==> config.mk <==
export PLATFORM = sky130hd
export DESIGN_NAME = i2c_evt_slave
export DESIGN_NICKNAME = d
export VERILOG_FILES = /design/src/rtl/i2c_evt_pkg.sv /design/src/rtl/i2c_line_sync.sv /design/src/rtl/i2c_cond_det.sv /design/src/rtl/i2c_byte_engine.sv /design/src/rtl/i2c_evt_status.sv /design/src/rtl/i2c_evt_slave.sv
export SDC_FILE = /design/constraint.sdc
export NUM_CORES = 1
export LEC_CHECK = 0
export BUFFER_PORTS_ARGS = -buffer_cell sky130_fd_sc_hd__buf_4
export CORE_ASPECT_RATIO = 1.4
export CORE_UTILIZATION = 60
export CTS_BUF_LIST = sky130_fd_sc_hd__clkbuf_4 sky130_fd_sc_hd__clkbuf_8
export CTS_CLUSTER_DIAMETER = 50
export CTS_CLUSTER_SIZE = 25
export DETAILED_ROUTE_END_ITERATION = 7
export PLACE_DENSITY = 0.84
export REMOVE_ABC_BUFFERS = 1
export SLEW_MARGIN = 20
export SYNTH_ARGS = -nofsm -noshare
export SYNTH_HDL_FRONTEND = slang
export SYNTH_HIERARCHICAL = 1
export SYNTH_SLANG_ARGS = --single-unit
==> constraint.sdc <==
create_clock -name clk -period 2.2 [get_ports clk]
set_clock_uncertainty 0.15 [all_clocks]
set_input_delay 0.44 -clock clk [delete_from_list [all_inputs] [get_ports clk]]
set_output_delay 0.44 -clock clk [all_outputs]
set_load 0.01 [all_outputs]
==> src/rtl/i2c_evt_pkg.sv <==
package i2c_evt_pkg;

  localparam int STAT_W = 5;

  localparam int ST_BIT_START = 4;
  localparam int ST_BIT_STOP  = 3;
  localparam int ST_BIT_DATA  = 2;
  localparam int ST_BIT_READ  = 1;
  localparam int ST_BIT_FULL  = 0;

  localparam logic [STAT_W-1:0] EV_OPEN    = 5'b10000;
  localparam logic [STAT_W-1:0] EV_CLOSE   = 5'b01000;
  localparam logic [STAT_W-1:0] EV_ADDR_WR = 5'b10001;
  localparam logic [STAT_W-1:0] EV_DATA_WR = 5'b10101;
  localparam logic [STAT_W-1:0] EV_ADDR_RD = 5'b10010;
  localparam logic [STAT_W-1:0] EV_DATA_RD = 5'b10110;
  localparam logic [STAT_W-1:0] EV_REFUSED = 5'b10100;

  typedef enum logic [2:0] {
    ENG_IDLE,
    ENG_ADDR,
    ENG_ACK_SET,
    ENG_ACK_HOLD,
    ENG_RX,
    ENG_TX,
    ENG_CACK_REL,
    ENG_CACK
  } eng_state_e;

endpackage

==> src/rtl/i2c_line_sync.sv <==
module i2c_line_sync #(
  parameter int LANES  = 2,
  parameter int STAGES = 2
) (
  input  logic             clk,
  input  logic             rst_n,
  input  logic [LANES-1:0] din,
  output logic [LANES-1:0] dout
);

  logic [LANES-1:0] pipe [STAGES];

  genvar g;
  generate
    for (g = 0; g < STAGES; g++) begin : g_stage
      if (g == 0) begin : g_first
        always_ff @(posedge clk or negedge rst_n) begin
          if (!rst_n) pipe[g] <= '1;
          else        pipe[g] <= din;
        end
      end else begin : g_next
        always_ff @(posedge clk or negedge rst_n) begin
          if (!rst_n) pipe[g] <= '1;
          else        pipe[g] <= pipe[g-1];
        end
      end
    end
  endgenerate

  assign dout = pipe[STAGES-1];

endmodule

==> src/rtl/i2c_cond_det.sv <==
module i2c_cond_det (
  input  logic clk,
  input  logic rst_n,
  input  logic scl_s,
  input  logic sda_s,
  output logic open_p,
  output logic close_p,
  output logic scl_rise,
  output logic scl_fall
);

  logic scl_d, sda_d;

  always_ff @(posedge clk or negedge rst_n) begin
    if (!rst_n) begin
      scl_d <= 1'b1;
      sda_d <= 1'b1;
    end else begin
      scl_d <= scl_s;
      sda_d <= sda_s;
    end
  end

  always_comb begin
    open_p   = scl_s & scl_d & sda_d & ~sda_s;
    close_p  = scl_s & scl_d & ~sda_d & sda_s;
    scl_rise = scl_s & ~scl_d;
    scl_fall = ~scl_s & scl_d;
  end

endmodule

==> src/rtl/i2c_byte_engine.sv <==
module i2c_byte_engine
  import i2c_evt_pkg::*;
#(
  parameter int BYTE_W = 8,
  localparam int ADDR_W = BYTE_W - 1,
  localparam int CNT_W  = $clog2(BYTE_W)
) (
  input  logic              clk,
  input  logic              rst_n,
  input  logic              open_p,
  input  logic              close_p,
  input  logic              scl_rise,
  input  logic              scl_fall,
  input  logic              sda_s,
  input  logic [ADDR_W-1:0] own_addr,
  input  logic [BYTE_W-1:0] tx_data,
  output logic              sda_oe,
  output logic [BYTE_W-1:0] rx_data,
  output logic              ev_valid,
  output logic [STAT_W-1:0] ev_code
);

  localparam logic [CNT_W-1:0] LAST_BIT = CNT_W'(BYTE_W - 1);

  eng_state_e        state_q, state_n;
  logic [CNT_W-1:0]  cnt_q, cnt_n;
  logic [BYTE_W-1:0] rsr_q, rsr_n;
  logic [BYTE_W-1:0] tsr_q, tsr_n;
  logic [BYTE_W-1:0] rxd_q, rxd_n;
  logic              oe_q, oe_n;
  logic              rd_q, rd_n;
  logic              upd_en;

  assign upd_en = open_p | close_p | scl_rise | scl_fall;

  always_comb begin
    state_n  = state_q;
    cnt_n    = cnt_q;
    rsr_n    = rsr_q;
    tsr_n    = tsr_q;
    rxd_n    = rxd_q;
    oe_n     = oe_q;
    rd_n     = rd_q;
    ev_valid = 1'b0;
    ev_code  = '0;
    if (open_p) begin
      state_n  = ENG_ADDR;
      cnt_n    = '0;
      oe_n     = 1'b0;
      ev_valid = 1'b1;
      ev_code  = EV_OPEN;
    end else if (close_p) begin
      state_n  = ENG_IDLE;
      oe_n     = 1'b0;
      ev_valid = 1'b1;
      ev_code  = EV_CLOSE;
    end else begin
      case (state_q)
        ENG_ADDR: begin
          if (scl_rise) begin
            rsr_n = {rsr_q[BYTE_W-2:0], sda_s};
            if (cnt_q == LAST_BIT) begin
              cnt_n = '0;
              if (rsr_n[BYTE_W-1:1] == own_addr) begin
                rd_n     = rsr_n[0];
                state_n  = ENG_ACK_SET;
                ev_valid = 1'b1;
                ev_code  = rsr_n[0] ? EV_ADDR_RD : EV_ADDR_WR;
                if (!rsr_n[0]) rxd_n = rsr_n;
              end else begin
                state_n = ENG_IDLE;
              end
            end else begin
              cnt_n = cnt_q + 1'b1;
            end
          end
        end
        ENG_ACK_SET: begin
          if (scl_fall) begin
            oe_n    = 1'b1;
            state_n = ENG_ACK_HOLD;
          end
        end
        ENG_ACK_HOLD: begin
          if (scl_fall) begin
            cnt_n = '0;
            if (rd_q) begin
              tsr_n   = tx_data;
              oe_n    = ~tx_data[BYTE_W-1];
              state_n = ENG_TX;
            end else begin
              oe_n    = 1'b0;
              state_n = ENG_RX;
            end
          end
        end
        ENG_RX: begin
          if (scl_rise) begin
            rsr_n = {rsr_q[BYTE_W-2:0], sda_s};
            if (cnt_q == LAST_BIT) begin
              cnt_n    = '0;
              rxd_n    = rsr_n;
              state_n  = ENG_ACK_SET;
              ev_valid = 1'b1;
              ev_code  = EV_DATA_WR;
            end else begin
              cnt_n = cnt_q + 1'b1;
            end
          end
        end
        ENG_TX: begin
          if (scl_rise) begin
            if (cnt_q == LAST_BIT) begin
              cnt_n   = '0;
              state_n = ENG_CACK_REL;
            end else begin
              cnt_n = cnt_q + 1'b1;
            end
          end else if (scl_fall) begin
            tsr_n = {tsr_q[BYTE_W-2:0], 1'b0};
            oe_n  = ~tsr_q[BYTE_W-2];
          end
        end
        ENG_CACK_REL: begin
          if (scl_fall) begin
            oe_n    = 1'b0;
            state_n = ENG_CACK;
          end
        end
        ENG_CACK: begin
          if (scl_rise) begin
            ev_valid = 1'b1;
            if (sda_s) begin
              ev_code = EV_REFUSED;
              state_n = ENG_IDLE;
            end else begin
              ev_code = EV_DATA_RD;
              state_n = ENG_ACK_HOLD;
            end
          end
        end
        default: ;
      endcase
    end
  end

  always_ff @(posedge clk or negedge rst_n) begin
    if (!rst_n) begin
      state_q <= ENG_IDLE;
      cnt_q   <= '0;
      rsr_q   <= '0;
      tsr_q   <= '0;
      rxd_q   <= '0;
      oe_q    <= 1'b0;
      rd_q    <= 1'b0;
    end else if (upd_en) begin
      state_q <= state_n;
      cnt_q   <= cnt_n;
      rsr_q   <= rsr_n;
      tsr_q   <= tsr_n;
      rxd_q   <= rxd_n;
      oe_q    <= oe_n;
      rd_q    <= rd_n;
    end
  end

  assign sda_oe  = oe_q;
  assign rx_data = rxd_q;

endmodule

==> src/rtl/i2c_evt_status.sv <==
module i2c_evt_status
  import i2c_evt_pkg::*;
(
  input  logic              clk,
  input  logic              rst_n,
  input  logic              ev_valid,
  input  logic [STAT_W-1:0] ev_code,
  input  logic              rx_rd,
  output logic [STAT_W-1:0] status,
  output logic              irq
);

  logic [STAT_W-1:0] stat_q, stat_n;
  logic              irq_q;
  logic              stat_en;

  assign stat_en = ev_valid | rx_rd;

  always_comb begin
    stat_n = stat_q;
    if (ev_valid) begin
      stat_n = ev_code;
    end else if (rx_rd) begin
      stat_n[ST_BIT_FULL] = 1'b0;
    end
  end

  always_ff @(posedge clk or negedge rst_n) begin
    if (!rst_n) begin
      stat_q <= '0;
      irq_q  <= 1'b0;
    end else begin
      irq_q <= ev_valid;
      if (stat_en) stat_q <= stat_n;
    end
  end

  assign status = stat_q;
  assign irq    = irq_q;

endmodule

==> src/rtl/i2c_evt_slave.sv <==
module i2c_evt_slave
  import i2c_evt_pkg::*;
#(
  parameter int BYTE_W      = 8,
  parameter int SYNC_STAGES = 2,
  localparam int ADDR_W = BYTE_W - 1
) (
  input  logic              clk,
  input  logic              rst_n,
  input  logic              scl_i,
  input  logic              sda_i,
  output logic              sda_oe,
  input  logic [ADDR_W-1:0] own_addr,
  input  logic [BYTE_W-1:0] tx_data,
  output logic [BYTE_W-1:0] rx_data,
  input  logic              rx_rd,
  output logic              irq,
  output logic [STAT_W-1:0] status
);

  logic [1:0]        rst_pipe;
  logic              rst_int_n;
  logic [1:0]        lines_s;
  logic              open_p, close_p, scl_rise, scl_fall;
  logic              ev_valid;
  logic [STAT_W-1:0] ev_code;

  always_ff @(posedge clk or negedge rst_n) begin
    if (!rst_n) rst_pipe <= 2'b00;
    else        rst_pipe <= {rst_pipe[0], 1'b1};
  end
  assign rst_int_n = rst_pipe[1];

  i2c_line_sync #(.LANES(2), .STAGES(SYNC_STAGES)) u_sync (
    .clk  (clk),
    .rst_n(rst_int_n),
    .din  ({scl_i, sda_i}),
    .dout (lines_s)
  );

  i2c_cond_det u_det (
    .clk     (clk),
    .rst_n   (rst_int_n),
    .scl_s   (lines_s[1]),
    .sda_s   (lines_s[0]),
    .open_p  (open_p),
    .close_p (close_p),
    .scl_rise(scl_rise),
    .scl_fall(scl_fall)
  );

  i2c_byte_engine #(.BYTE_W(BYTE_W)) u_eng (
    .clk     (clk),
    .rst_n   (rst_int_n),
    .open_p  (open_p),
    .close_p (close_p),
    .scl_rise(scl_rise),
    .scl_fall(scl_fall),
    .sda_s   (lines_s[0]),
    .own_addr(own_addr),
    .tx_data (tx_data),
    .sda_oe  (sda_oe),
    .rx_data (rx_data),
    .ev_valid(ev_valid),
    .ev_code (ev_code)
  );

  i2c_evt_status u_stat (
    .clk     (clk),
    .rst_n   (rst_int_n),
    .ev_valid(ev_valid),
    .ev_code (ev_code),
    .rx_rd   (rx_rd),
    .status  (status),
    .irq     (irq)
  );

endmodule

Word-level counts from Yosys, hierarchy flattened
Index checks and enable logic that the tools add are counted.
{"block": "totals", "ff_bits": 44, "latchBits": 0, "mem_bits_rw": 0, "romBits": 0, "out_inout_bits": 15, "n_memories": 0}
{"block": "classes", "n_addsub": 1, "mul": 0, "n_div": 0, "n_lt_le_gt_ge": 0, "eq_ne": 34, "shifts": 0, "n_mux": 65, "n_bitwise": 19, "n_reduce_logical": 17}
{"operator": "two-way mux 3 bit", "count": 17}
{"operator": "two-way mux 8 bit", "count": 6}
{"operator": "!= test 4 x 1 -> 1 bit, second input constant", "count": 11}
{"operator": "two-way mux 5 bit", "count": 8}
{"operator": "two-way mux 7 bit", "count": 4}
{"operator": "case mux 3 bit (7 select lines)", "count": 1}
{"operator": "two-way mux 1 bit", "count": 19}
{"operator": "!= test 2 x 1 -> 1 bit, second input constant", "count": 9}
{"operator": "case mux 8 bit (2 select lines)", "count": 1}
{"operator": "equality test 3 bit, second input constant", "count": 5}
{"operator": "case mux 5 bit (3 select lines)", "count": 1}
{"operator": "case mux 7 bit (2 select lines)", "count": 1}
{"operator": "AND reduction 7 bit", "count": 2}
{"operator": "AND reduction 12 bit", "count": 1}
{"operator": "AND reduction 10 bit", "count": 1}
{"operator": "AND reduction 5 bit", "count": 2}
{"operator": "nonzero test 9 bit", "count": 1}
{"operator": "two-way mux 2 bit", "count": 4}
{"operator": "inverter 1 bit", "count": 8}
{"operator": "AND reduction 8 bit", "count": 1}
{"operator": "bitwise AND 1 bit", "count": 7}
{"operator": "equality test 7 bit", "count": 1}
{"operator": "equality test 3 x 2 -> 1 bit, second input constant", "count": 2}
{"operator": "!= test 3 x 1 -> 1 bit, second input constant", "count": 2}
{"operator": "other kinds (14)", "count": 21}

Depth between registers and ports, before layout
Gate-level depths: netlist of run 1.
{"block": "depth", "ltp_word": 9, "ltp_mapped": 10, "mapped_depth_nobuf": 8}

By module
Netlist of run 1, hierarchy kept.
{"mod": "i2c_byte_engine", "instances": 1, "cells_per_inst": 165, "area_per_inst_um2": 1696.6, "seq_area_each_um2": 750.7}
{"mod": "i2c_evt_status", "instances": 1, "cells_per_inst": 12, "area_per_inst_um2": 207.7, "seq_area_each_um2": 150.1}
{"mod": "i2c_line_sync", "instances": 1, "cells_per_inst": 6, "area_per_inst_um2": 120.1, "seq_area_each_um2": 105.1}
{"mod": "i2c_cond_det", "instances": 1, "cells_per_inst": 6, "area_per_inst_um2": 87.6, "seq_area_each_um2": 52.6}
{"mod": "i2c_evt_slave", "instances": 1, "cells_per_inst": 3, "area_per_inst_um2": 53.8, "seq_area_each_um2": 50.0}

Least setup slack after synthesis of run 1
OpenSTA, ideal clock, no wires.
{"block": "synth_timing", "path_type": "reg2reg", "start": "register u_sync.pipe, in the netlist u_sync/dout[1]", "end": "register u_eng.rxd_q[1] (netlist: u_eng/rx_data[1])", "setup_ps": 125, "arrival_ps": 2110, "required_time_ps": 1925, "slack_ps": -185, "path_stages_with_launch": 10, "path_buffers": 3, "period_less_slack_ps": 2385, "path_cell_list": "dfstp_2 -> buf_4 -> nor2b_1 -> buf_4 -> nand2_1 -> or3_1 -> or3_1 -> o31a_1 -> buf_6 -> mux2_4"}
{"element": "start: declaration", "line": "i2c_line_sync.sv:11", "source": "logic [LANES-1:0] pipe [STAGES];"}
{"element": "start signal: indexed assignment", "line": "i2c_line_sync.sv:24", "source": "else pipe[g] <= pipe[g-1];"}
{"element": "bitwise AND 1 bit *", "line": "i2c_cond_det.sv:27", "source": "scl_rise = scl_s & ~scl_d;"}
{"element": "net scl_rise", "line": "i2c_evt_slave.sv:24", "source": "logic open_p, close_p, scl_rise, scl_fall;"}
{"element": "bitwise OR 1 bit (2 in series)", "line": "i2c_byte_engine.sv:34", "source": "assign upd_en = open_p | close_p | scl_rise | scl_fall;"}
{"element": "AND reduction 10 bit (no source line) *"}
{"element": "end signal: assignment", "line": "i2c_byte_engine.sv:161", "source": "rxd_q <= rxd_n;"}
{"element": "end: declaration", "line": "i2c_byte_engine.sv:29", "source": "logic [BYTE_W-1:0] rxd_q, rxd_n;"}
The timed path passes the listed nets; every way through them passes the cells marked *.
A chain may end at the register's enable or synchronous reset.

Worst setup path in the final report of run 1
{"block": "layout_timing", "start": "register u_sync.pipe, in the netlist u_sync/dout[1]", "end": "register u_eng.rxd_q[4] (netlist: u_eng/rx_data[4])"}
Same word-level chain as after synthesis.

==> results of run 1 <==
## placed cells by master, fill, tap and decap left out, types with 2 or more instances in the layout
cell,n
xor2_1,8
mux2i_1,12
mux2_2,12
mux2_4,7
inv_1,3
nand3_1,3
nand2b_1,3
nand3_2,2
buf_4,61
clkinvlp_4,2
or3_4,2
nor3_1,3
and4b_1,2
or3_1,2
nor2_1,9
a21oi_1,4
a31oi_1,2
nand4b_1,2
dfstp_2,6
nand2_1,19
nor2b_1,4
o21ai_0,13
clkbuf_8,6
and3b_1,2
dfrtp_1,38
a211oi_1,2
## state kept, by name (all words and copies together) (netlist names)
| register | cells |
|---|---|
| u_stat/status | 5 |
| u_det/sda_d | 1 |
| u_eng/sda_oe | 1 |
| u_stat/irq | 1 |
| u_sync/pipe | 2 |
| u_sync/dout | 2 |
| u_eng/state_q | 3 |
| u_det/scl_d | 1 |
| u_eng/tsr_q | 7 |
| rst_pipe | 2 |
| u_eng/rsr_q | 7 |
| u_eng/rx_data | 8 |
| u_eng/rd_q | 1 |
| u_eng/cnt_q | 3 |
## final cells by class
class	instances	area [um^2]	share of cell area, %
Timing Repair Buffer	63	479	17.2
Tap cell	40	50.0	1.79
Inverter	3	11.3	0.404
Sequential cell	44	1110	39.7
Clock inverter	2	15.0	0.538
Multi-Input combinational cell	134	1040	37.4
Clock buffer	6	82.6	2.96
## report_power, final
group	switching, mW	internal (mW)
Combinational	0.367	0.406
Clock	0.280	0.254
Sequential	0.173	0.995
## logic make-up (layout without fill, tap and decap cells)
logic type	after synthesis	in the layout	synth area share (%)
adder cells (fa/ha/maj)	2	2	1.16
XOR/XNOR	8	8	3.24
buffers and inverters	14	74	3.47
multiplexers	31	31	16.6
AO/OA/AOI/OAI	28	28	7.97
other	1	1	0.173
AND/OR/NAND/NOR	64	64	16.2
flip-flops	44	44	51.2
## layer usage
layer,vias up,track usage (%)
met2,52,55.1
met3,16,6.25
met4,0,10.5
met1,843,32.2
met5,-,0
li1,786,-
## repair_timing
item	CTS	global route
hold endpoints to repair	2	0
pin swaps	0	0
setup endpoints to repair	12	16
gates cloned	0	0
hold buffers	1	0
setup buffers	1	0
resized for setup	11	3
## Yosys cell counts, types with 2 or more instances
cell and number:
xor2_1 8, inv_1 3, clkbuf_1 6, mux2_4 7, dfrtp_1 38, or3_1 4
dfstp_2 6, o31a_1 2, nor2_1 9, mux2i_1 12, nand3_1 4, nand2b_1 4
nor3_1 4, nor2b_1 5, o21ai_0 13, mux2_2 12, and3b_1 2, a211oi_1 2
ha_1 2, a21oi_1 4, a31oi_1 2, and4b_1 2, nand2_1 20, nand4b_1 2
buf_4 4
## path summary, 6_finish.rpt
kind | start | to | cells past startpoint
worst max-delay path | u_sync/dout[1] | u_eng/rx_data[4] | 6
worst min-delay path | rst_pipe[1] | u_eng/state_q[2] | 0
worst max register to register | u_sync/dout[1] | u_eng/rx_data[4] | 6
worst min register to register | rst_pipe[1] | u_eng/state_q[2] | 0
max in group asynchronous | rst_pipe[1] | u_sync/pipe[2] | 1
min in group clk | sda_i | u_sync/pipe[2] | 1
==> metrics, run 1 <==
unrepaired setup endpoints after global routing yes; Filler cells 189; CP max FO 8; largest cells by area after synthesis dfrtp_1, dfstp_2, mux2_2, mux2i_1, mux2_4; post-place instance area ~2600 um^2; Final Util between 80% and 90%; DR WL met3 ~180 um; Static Leakage 1.40 nW; PortBufs 34; CTS sink cnt between 40 and 50; Post-Route M1 WL 1.93 mm; number of synthesized flops with an enable pin 0; Design Area, Final 2790 um^2; Clk Latency, worst-skew pair 0.30 ns; DR vias 1,697; pre-CTS setup slack -0.206 ns; critical path class flop to flop; ys flop type dfrtp_1; Pre-Repair DR Iteration Count 4; drt wl/cell approximately 17 um; post-DR vias/cell 5.81; Setup TNS Final -0.579 ns; status finished with violations; Final setup viols 11; CP endpoint kind flop; critical path's largest stage delay around 0.54 ns; Yosys cell types 40; syn avg cell area roughly 11 um^2; largest area contributor in the netlist dfrtp_1; initial drt markers 57; Final Wtd Congestion around 0.89; CTS Buf Count 5; I/O pins 35; Detailed Place HPWL 3.59 mm; total power 2.48 mW; Fmax 0.438 GHz; layout cells sized above 1 43.3%; VDD IR max 0.000767 V; Core ar. 3410 um^2; cell family contributing the most delay on the critical path simple AND/OR/NAND/NOR gates; Max Cap Viol 0; vias in the first global route 1,804; register area share after synthesis 51.2%; setup slack, reg-to-reg -0.08 ns; CP Cell Sequence nor2b_4 -> nand2_2 -> or3_4 -> or3_4 -> o31a_4 -> mux2_4; cell count after synthesis 192; worst-case clock buffer depth 2; Die Y 73.1 um; Critical Path AT 2.31 ns; FFs w/ async S/R, synth 100%; TritonCTS clock tree yes; CTS Root Cell clkbuf_8; Final Hold Fails 0; #FFs+latches synth 44; Routed Antenna Nets 0; All-Layer GR Usage 29.7%; chip width 52.8 um; final net count 273; total wire length 5.06 mm; Pwr Density 887 nW/um^2; failing checks setup timing; Final Non-Filler Cells 292; Startpoint Class flop; Worst Path Buf+Inv 0; CP most frequent cell or3_4; Synthesis Warnings 6; Reg clk slew, reported paths 0.08 ns; largest net degree at the start of global routing 23; Max Transition Viols Final 0; Area Overhead vs Synth 28.8%; row cnt 25; Tmin final ~2.3 ns; Hold Slack 0.0111 ns; Critical-path top delay cell dfstp_2; setup ws final -0.0808 ns; share of the synthesized area in the top cell type 43.9%; DRC errors left 0; Antenna Cells 0; initial antenna violation count 0; Initial Utilization a little under two thirds; Tcrit/Tclk final 104%; highest metal used met4; WL met2 2.80 mm; Placed Cells 282; total gr overflow 0; H-tree levels 2; first-pass GRT wire length 8.26 mm; synthesized area 2170 um^2; Worst Path Required 2.23 ns; area of the die 3860 um^2; Hold WC Path Type flop to asynchronous set/reset pin
Power figures use the tool's default switching activity.
==> run 2, diff against run 1 <==
Settings changed: RECOVER_POWER set to 50.
==> metrics, run 2 (synthesis gave the netlist of run 1 again) <==
status finished with violations (unchanged); failing checks setup timing (unchanged); CP endpoint kind flop (unchanged); Antenna Cells 0 (unchanged); TritonCTS clock tree yes (unchanged); commonest non-fill, non-tap cell in the layout buf_4 (unchanged); total power 2.47 mW (was 2.48 mW); layout cells sized above 1 41.7% (was 43.3%); Die Y 73.1 um (unchanged); H-tree levels 2 (unchanged); All-Layer GR Usage 29.7% (unchanged); initial antenna violation count 0 (unchanged); Final Hold Fails 0 (unchanged); Max Cap Viol 0 (unchanged); unrepaired setup endpoints after global routing yes (unchanged); CP Cell Sequence and4b_1 -> or2_2 -> or3_4 -> o31a_4 -> mux2_4 (was nor2b_4 -> nand2_2 -> or3_4 -> or3_4 -> o31a_4 -> mux2_4); Area Overhead vs Synth 28.3% (was 28.8%); final net count 273 (unchanged); Worst Path Required 2.23 ns (about the same); DRC errors left 0 (unchanged); VDD IR max 0.000763 V (was 0.000767 V); Fmax 0.436 GHz (was 0.438 GHz); Max Transition Viols Final 0 (unchanged); CTS sink cnt 44 (unchanged); I/O pins 35 (unchanged); CP Launch Point u_sync/dout[0] (was u_sync/dout[1]); r2r startpoint u_sync/dout[0] (was u_sync/dout[1]); Tcrit/Tclk final 104% (about the same); Final Util 81.5% (was 81.8%); post-place instance area 2610 um^2 (unchanged); Critical Path AT 2.33 ns (was 2.31 ns); Final Wtd Congestion 0.889 (unchanged); most frequent cells in the layout buf_4, dfrtp_1, nand2_1, o21ai_0 (unchanged); slew at the pin closest to its max-slew limit between 1 and 1.5 ns; Core ar. 3410 um^2 (unchanged); Final Non-Filler Cells 292 (unchanged); Detailed Place HPWL 3.59 mm (unchanged); chip width 52.8 um (unchanged); critical path class flop to flop (unchanged); Placed Cells 282 (unchanged); Pwr Density 889 nW/um^2 (was 887 nW/um^2); row cnt 25 (unchanged); Clk Latency, worst-skew pair 0.30 ns (about the same); worst-case clock buffer depth 2 (unchanged); drt wl/cell 17.3 um (about the same); Largest register FFs 8 (unchanged); Routed Antenna Nets 0 (unchanged); initial drt markers 49 (was 57); largest net degree at the start of global routing 23 (unchanged); DR vias 1,686 (was 1,697); total gr overflow 0 (unchanged); Tmin final 2.30 ns (was 2.28 ns); Static Leakage 1.39 nW (was 1.40 nW); Startpoint Class flop (unchanged); total wire length 5.05 mm (was 5.06 mm); Initial Utilization 63.5% (unchanged); Hold WC Path Type flop to asynchronous set/reset pin (unchanged); first-pass GRT wire length 8.26 mm (unchanged); area of the die 3860 um^2 (unchanged); Final setup viols 11 (unchanged); Worst slew margin roughly 22%; Pre-Repair DR Iteration Count 4 (unchanged); setup ws final -0.0954 ns (was -0.0808 ns); CP max FO 8 (unchanged); critical path's largest stage delay 0.57 ns (was 0.54 ns); CTS Buf Count 5 (unchanged); Reg clk slew, reported paths 0.08 ns (about the same); Design Area, Final 2780 um^2 (was 2790 um^2); Critical-path top delay cell dfstp_1 (was dfstp_2); post-DR vias/cell 5.77 (was 5.81); PortBufs 34 (unchanged); CTS Root Cell clkbuf_8 (unchanged); vias in the first global route 1,804 (unchanged)
-- run 2: changes by cell type in the layout (fill, tap and decap cells not counted) --
cell	before	now
buf_4	61	56
dfstp_1	0	1
clkbuf_4	0	2
dfstp_2	6	5
clkbuf_1	0	3
-- run 2: worst paths after layout --
check                              endpoint  slack (ns)  depth (start not counted)
setup / recovery           u_eng/rx_data[4]        -0.1                          5
hold / removal             u_eng/state_q[2]       0.007                          0
setup reg to reg           u_eng/rx_data[4]        -0.1                          5
hold reg to reg            u_eng/state_q[2]       0.007                          0
max in group asynchronous    u_eng/rsr_q[6]        0.49                          1
min in group clk             u_sync/pipe[2]        0.10                          1
-- run 2: routing by layer --
metal  GRT usage, %  vias up  part of all wire, %
met1           32.2      829                   38
met3           6.25       16                  3.7
met5              0        -                    0
met2           55.1       55                   56
li1               -      786                    -
met4           10.5        0                  3.0
-- run 2: area by class of cell --
cell class	instances	area (um^2)
clock inverters	2	15.0
flip-flops and latches	44	1110
repair buffers	63	468
fillers	194	631
inverters	3	11.3
well taps	40	50.0
clock buffers	6	82.6
multi-input cells	134	1040
-- run 2: per-stage QoR --
stage | TNS (ns) | hold WS [ns] | worst slack [ns]
final | -0.691 | 0.00729 | -0.0954
after global routing | -1.10 | 0.0553 | -0.127
after floorplan | -1.96 | -0.00559 | -0.267
after detailed placement | -1.86 | 0.0244 | -0.206
after CTS | -0.129 | 0.0324 | -0.0264
after global placement | -0.910 | 0.0221 | -0.108
-- run 2: critical path, delay by kind of cell, from the launching register on --
kind / cells / cell delay (ns)
AND/OR/NAND/NOR: 3 / 0.97
AO/OA/AOI/OAI: 1 / 0.18
flip-flops: 1 / 0.57
multiplexers: 1 / 0.32
-- run 2: repair_timing --
| action | in CTS | in global routing |
|---|---|---|
| endpoints found under the setup margin | 12 | 16 |
| buffers inserted | 1 | 0 |
| hold buffers | 1 | 0 |
| gates resized for setup | 11 | 3 |
| hold endpoints to repair | 2 | 0 |
-- run 2: report_power, final --
group / switching, mW / leakage [nW] / internal [mW]
registers: 0.173 / 0.552 / 0.994
clock network: 0.279 / 0.0434 / 0.254
logic: 0.367 / 0.793 / 0.404
